## src/rtl/rti_pkg.sv

```systemverilog
`timescale 1ns/1ps
// Shared constants for the periodic timeout generator: register width,
// bit positions that software relies on, and the register select codes.
package rti_pkg;
    localparam int REG_W     = 8;
    localparam int RATE_W    = 2;
    localparam int RATE_LSB  = 0;
    localparam int EN_BIT    = 6;
    localparam int FLAG_BIT  = 6;
    localparam logic SEL_CTRL = 1'b0;
    localparam logic SEL_STAT = 1'b1;
endpackage

```

## src/rtl/rti_prescaler.sv

```systemverilog
`timescale 1ns/1ps
// Free-running E-clock prescaler with selectable timeout tap.
// Counts E enables. A timeout pulse is produced on the enable that carries
// the count across a multiple of 2^(BASE_TAP+rate). Only reset restarts it.
// Assumes BASE_TAP >= 1 and that e_en is a single-cycle qualifier.
module rti_prescaler #(
    parameter int BASE_TAP = 13,
    parameter int RATE_W   = 2,
    localparam int NUM_TAPS = 1 << RATE_W,
    localparam int CNT_W    = BASE_TAP + NUM_TAPS - 1
) (
    input  logic              clk,
    input  logic              rst_n,
    input  logic              e_en,
    input  logic [RATE_W-1:0] rate,
    output logic              tick_o,
    output logic [CNT_W-1:0]  cnt_o
);
    logic [CNT_W-1:0]    cnt_q;
    logic [NUM_TAPS-1:0] tap_full;

    // Advance the running count on each E enable; cleared only by reset.
    always_ff @(posedge clk) begin
        if (!rst_n) begin
            cnt_q <= '0;
        end else if (e_en) begin
            cnt_q <= cnt_q + 1'b1;
        end
    end

    // One boundary detector per selectable tap: low bits all ones.
    for (genvar t = 0; t < NUM_TAPS; t++) begin : g_tap
        assign tap_full[t] = &cnt_q[BASE_TAP+t-1:0];
    end

    // Timeout fires on the enable that crosses the selected boundary.
    always_comb begin
        tick_o = e_en & tap_full[rate];
    end

    assign cnt_o = cnt_q;
endmodule

```

## src/rtl/rti_flag_ctrl.sv

```systemverilog
`timescale 1ns/1ps
// Sticky timeout flag. A timeout sets it and a clear request resets it.
// A timeout in the same cycle as a clear leaves the flag set.
// Assumes tick and clr_req are single-cycle qualifiers.
module rti_flag_ctrl (
    input  logic clk,
    input  logic rst_n,
    input  logic tick,
    input  logic clr_req,
    output logic flag_o
);
    logic flag_q;

    // Set has priority over clear; otherwise hold.
    always_ff @(posedge clk) begin
        if (!rst_n) begin
            flag_q <= 1'b0;
        end else if (tick) begin
            flag_q <= 1'b1;
        end else if (clr_req) begin
            flag_q <= 1'b0;
        end
    end

    assign flag_o = flag_q;
endmodule

```

## src/rtl/rti_regs.sv

```systemverilog
`timescale 1ns/1ps
// Software view: the control register (enable, rate, spare storage) and the
// read mux of both registers. It also decodes the write-one-to-clear request
// for the status flag. Assumes wr_en is a single-cycle strobe.
module rti_regs
    import rti_pkg::*;
(
    input  logic              clk,
    input  logic              rst_n,
    input  logic              wr_en,
    input  logic              reg_sel,
    input  logic [REG_W-1:0]  wr_data,
    input  logic              flag,
    output logic [REG_W-1:0]  rd_data,
    output logic              enable_o,
    output logic [RATE_W-1:0] rate_o,
    output logic              clr_o
);
    logic [REG_W-1:0] ctrl_q;

    // Control register: every bit is writable storage.
    always_ff @(posedge clk) begin
        if (!rst_n) begin
            ctrl_q <= '0;
        end else if (wr_en && reg_sel == SEL_CTRL) begin
            ctrl_q <= wr_data;
        end
    end

    // Decode fields and the clear request.
    always_comb begin
        enable_o = ctrl_q[EN_BIT];
        rate_o   = ctrl_q[RATE_LSB +: RATE_W];
        clr_o    = wr_en && (reg_sel == SEL_STAT) && wr_data[FLAG_BIT];
    end

    // Read mux: status register shows only the flag.
    always_comb begin
        rd_data = '0;
        if (reg_sel == SEL_CTRL) begin
            rd_data = ctrl_q;
        end else begin
            rd_data[FLAG_BIT] = flag;
        end
    end
endmodule

```

## src/rtl/rt_tick_irq.sv

```systemverilog
`timescale 1ns/1ps
// Top of the periodic timeout generator. It joins the prescaler, the sticky
// flag and the register file, and drives the level interrupt request.
// Assumes a single clock domain and a one-cycle e_en.
module rt_tick_irq #(
    parameter int BASE_TAP = 13
) (
    input  logic       clk,
    input  logic       rst_n,
    input  logic       e_en,
    input  logic       reg_sel,
    input  logic       wr_en,
    input  logic [7:0] wr_data,
    output logic [7:0] rd_data,
    output logic       irq_o
);
    import rti_pkg::*;
    localparam int CNT_W = BASE_TAP + (1 << RATE_W) - 1;

    logic              tick_w;
    logic              flag_w;
    logic              enable_w;
    logic              clr_w;
    logic [RATE_W-1:0] rate_w;
    logic [CNT_W-1:0]  cnt_w;

    rti_prescaler #(.BASE_TAP(BASE_TAP), .RATE_W(RATE_W)) u_pre (
        .clk(clk), .rst_n(rst_n), .e_en(e_en), .rate(rate_w),
        .tick_o(tick_w), .cnt_o(cnt_w)
    );

    rti_flag_ctrl u_flag (
        .clk(clk), .rst_n(rst_n), .tick(tick_w), .clr_req(clr_w),
        .flag_o(flag_w)
    );

    rti_regs u_regs (
        .clk(clk), .rst_n(rst_n), .wr_en(wr_en), .reg_sel(reg_sel),
        .wr_data(wr_data), .flag(flag_w), .rd_data(rd_data),
        .enable_o(enable_w), .rate_o(rate_w), .clr_o(clr_w)
    );

    // Level request while the flag and its enable are both set.
    always_comb begin
        irq_o = flag_w & enable_w;
    end
endmodule

```

## config.mk

```make
export PLATFORM = sky130hd
export DESIGN_NAME = rt_tick_irq
export DESIGN_NICKNAME = d
export VERILOG_FILES = /design/src/rtl/rti_pkg.sv /design/src/rtl/rti_prescaler.sv /design/src/rtl/rti_flag_ctrl.sv /design/src/rtl/rti_regs.sv /design/src/rtl/rt_tick_irq.sv
export SDC_FILE = /design/constraint.sdc
export NUM_CORES = 1
export LEC_CHECK = 0
export BUFFER_PORTS_ARGS = -buffer_cell sky130_fd_sc_hd__buf_2
export CAP_MARGIN = 40
export CORE_ASPECT_RATIO = 1.4
export CORE_MARGIN = 4
export CORE_UTILIZATION = 41
export CTS_CLUSTER_DIAMETER = 80
export CTS_CLUSTER_SIZE = 12
export DETAILED_ROUTE_END_ITERATION = 6
export GPL_TIMING_DRIVEN = 0
export SETUP_SLACK_MARGIN = 0.2
export SLEW_MARGIN = 10
export SYNTH_ARGS = -nofsm -noshare
export SYNTH_HDL_FRONTEND = slang
export SYNTH_HIERARCHICAL = 1
export SYNTH_SLANG_ARGS = --single-unit
```

## constraint.sdc

```tcl
create_clock -name clk -period 1.8 [get_ports clk]
set_input_delay 0.18 -clock clk [delete_from_list [all_inputs] [get_ports clk]]
set_output_delay 0.18 -clock clk [all_outputs]
set_load 0.01 [all_outputs]
```

==> key figures <==
Outcome
  • Status: finished clean

Global routing
  • Vias in the first global route: 1028
  • Global Route Usage Sum: 14.41%
  • Largest net degree at the start of global routing: 14
  • First-pass GRT wire length: about 4400 µm
  • Initial antenna violation count: 0
  • Total gr overflow: 0

Die
  • Rows: 23
  • Die X-Extent: 55.18 µm
  • Initial Utilization: 43.52%
  • I/O pin total: 22
  • Core ar.: 2935 µm²
  • Die Ht: 74.05 µm
  • Die area: 4085 µm²

STA
  • # setup viols final: 0
  • TNS Setup: 0 ns
  • Worst slew pin tran: 0.4333 ns
  • Max-slew violations: 0
  • RSZ-0062 raised after global routing: no
  • Highest clock rate: 0.6664 GHz
  • Final worst slack: roughly 0.3 ns
  • Fin Clk Skew: 0.001764 ns
  • Fin. Hold Viols: 0
  • Fin crit share: between 80% and 90%
  • Slew margin rel.: 70.84%
  • Final Critical Period: 1.501 ns

Yosys
  • Gate Count Post-Synth: 141
  • Synthesized area: ~1300 µm²
  • Seq/Total Area, Yosys: between 30% and 40%
  • Async SR Flop Fraction: 0%
  • Syn_nets: 155
  • Yosys warns: 6
  • Post-synth EDFFs: 0
  • Synth Area per Inst: 9.060 µm²
  • Most frequent cells after synthesis: 28 x nand2_1, 25 x dfxtp_1, 16 x mux2i_1, 7 x and2b_2, 7 x nand2b_1
  • Top post-synthesis cells by area: dfxtp_1 39%, mux2i_1 13%, nand2_1 8.2%, and2b_2 4.8%, nand2b_1 3.4%
  • Synth top area share: 39.18%
  • Most common cell in the netlist: nand2_1
  • Dominant cell type by area after synthesis: dfxtp_1
  • Unique masters post-synth: 36
  • Top_reg_cell synth: dfxtp_1
  • FF+latch count, synth: 25

Route
  • Drt pass-1 iters: 4
  • WL/cell: 11.73 µm
  • Post-route ant nets: 0
  • Via density: 5.119
  • Total Wirelength: 2369 µm
  • Initial DRC Count: 17
  • DRC errors left: 0
  • Vias post-DR: 1034

CTS
  • CTS tree: yes
  • Post-CTS Setup Inserts: 0
  • Clk root buf: clkbuf_8
  • Longest Clk Path Bufs: 2
  • Clock slew at reported path FFs: about 0.080 ns
  • Num CTS Buffers: 3
  • Clock latency on the worst-skew pair: 0.26 ns
  • Hold_buf cts: 0
  • Htree depth: 1
  • Num Clock Sinks: 25

Setup path
  • CP arrival: 1.71 ns
  • Crit Path Class: reg -> reg
  • Startpoint Class: flip-flop
  • Crit. Startpoint: u_pre/cnt_o[0]
  • Worst EP required: about 2.0 ns
  • RR Startpoint: u_pre/cnt_o[0]
  • Worst Path Max Fanout: 8
  • Critical Path Sink Type: flip-flop

Pwr
  • Pwr Density: 670.9 nW/µm²
  • Leakage: around 0.6 nW
  • VDD IR max: 396.3 µV

Finish
  • Fraction of final layout cells sized beyond drive strength 1: 30.30%
  • N_diodes: 0
  • Final core utilization: 50.51%
  • Synth-to-Final Area Change: 16.06%
  • Final nets: 180

Place
  • PortBufs: 20
  • Placer congestion estimate: between 0.7 and 0.8
  • Pre-CTS WS: 0.1646 ns
  • Dpl hpwl: 1892 µm

Job
  • Max cap viols: 0

Worst hold path
  • Hold path startpoint: wr_data[2]
  • Worst min path class: in -> reg
[worst max-delay path, stage by stage, from the launching register on]
cell	delay (ns)
dfxtp_2	0.38
ha_2	0.21
nand4_4	0.16
or3_4	0.38
a211oi_2	0.17
o21a_1	0.14
[what timing repair did]
action | CTS | global route
resized for setup | 2 | 2
setup endpoints to repair | 1 | 2
pin swaps | 0 | 0
[worst paths after layout]
kind                 endpoint  slack (ns)  cells past startpoint
max             u_flag/flag_o        0.30                      5
min          u_regs/ctrl_q[2]        0.15                      3
max reg2reg     u_flag/flag_o        0.30                      5
min reg2reg  u_regs/ctrl_q[3]        0.46                      2
[logic make-up after synthesis]
logic type | Yosys count | synth area share [%]
adder cells (fa/ha/maj) | 1 | 0.9793
multiplexers | 17 | 13.42
AND/OR/NAND/NOR | 70 | 32.52
XOR/XNOR | 4 | 2.743
buffers and inverters | 12 | 4.994
AO/OA/AOI/OAI | 12 | 6.170
flip-flops | 25 | 39.18
[cell usage in the layout (no fill, tap or decap), drive strengths merged]
cell type / n
nand2: 28
dfxtp: 25
buf: 25
mux2i: 16
nand2b: 7
and2b: 7
nor2: 6
nor4: 6
clkbuf: 6
nand4: 6
inv: 5
a21oi: 4
xnor2: 3
o21ai: 3
or3: 3
o31ai: 2
or4: 2
nor2b: 2
and2: 1
o21a: 1
o2111ai: 1
a211oi: 1
nand3: 1
xor2: 1
ha: 1
and3: 1
mux2: 1
[layer usage]
layer  GRT usage [%]  vias up  share of wire, %
met2           26.05       27                55
met1           16.04      472                39
met3           1.403        4               3.8
met5               0        -                 0
met4           7.297        0               1.8
li1                -      531                 -
[final cells by class]
type,instances,area [µm²]
flip-flops and latches,25,503.0
inverters,5,18.77
fillers,307,1453
clock buffers,4,45.04
plain buffers,7,45.04
multi-input cells,104,724.4
well taps,37,46.29
repair buffers,20,100.1
[registers in the layout, summed over array words and instances (netlist names)]
name	cells
u_flag/flag_o	1
u_pre/cnt_o	16
u_regs/ctrl_q	8
[report_power, final]
part           switching (mW)  internal [mW]
registers              0.0116          0.568
clock network           0.164          0.158
logic                  0.0476         0.0458
total                   0.223          0.771
[metrics by stage]
stage / cell area, µm² / instances / power, mW / hold slack, ns
5_1_grt: 1483 / 202 / 1.051 / 0.1508
6_report: 1483 / 202 / 0.9947 / 0.1528
4_1_cts: 1479 / 202 / 1.013 / 0.1432
2_1_floorplan: 1277 / 141 / 0.6521 / 0.2975
3_5_place_dp: 1424 / 198 / 0.6850 / 0.4353
3_3_place_gp: 1424 / 198 / 0.6812 / 0.4289
Note: power is estimated with default switching activity, not from simulation.
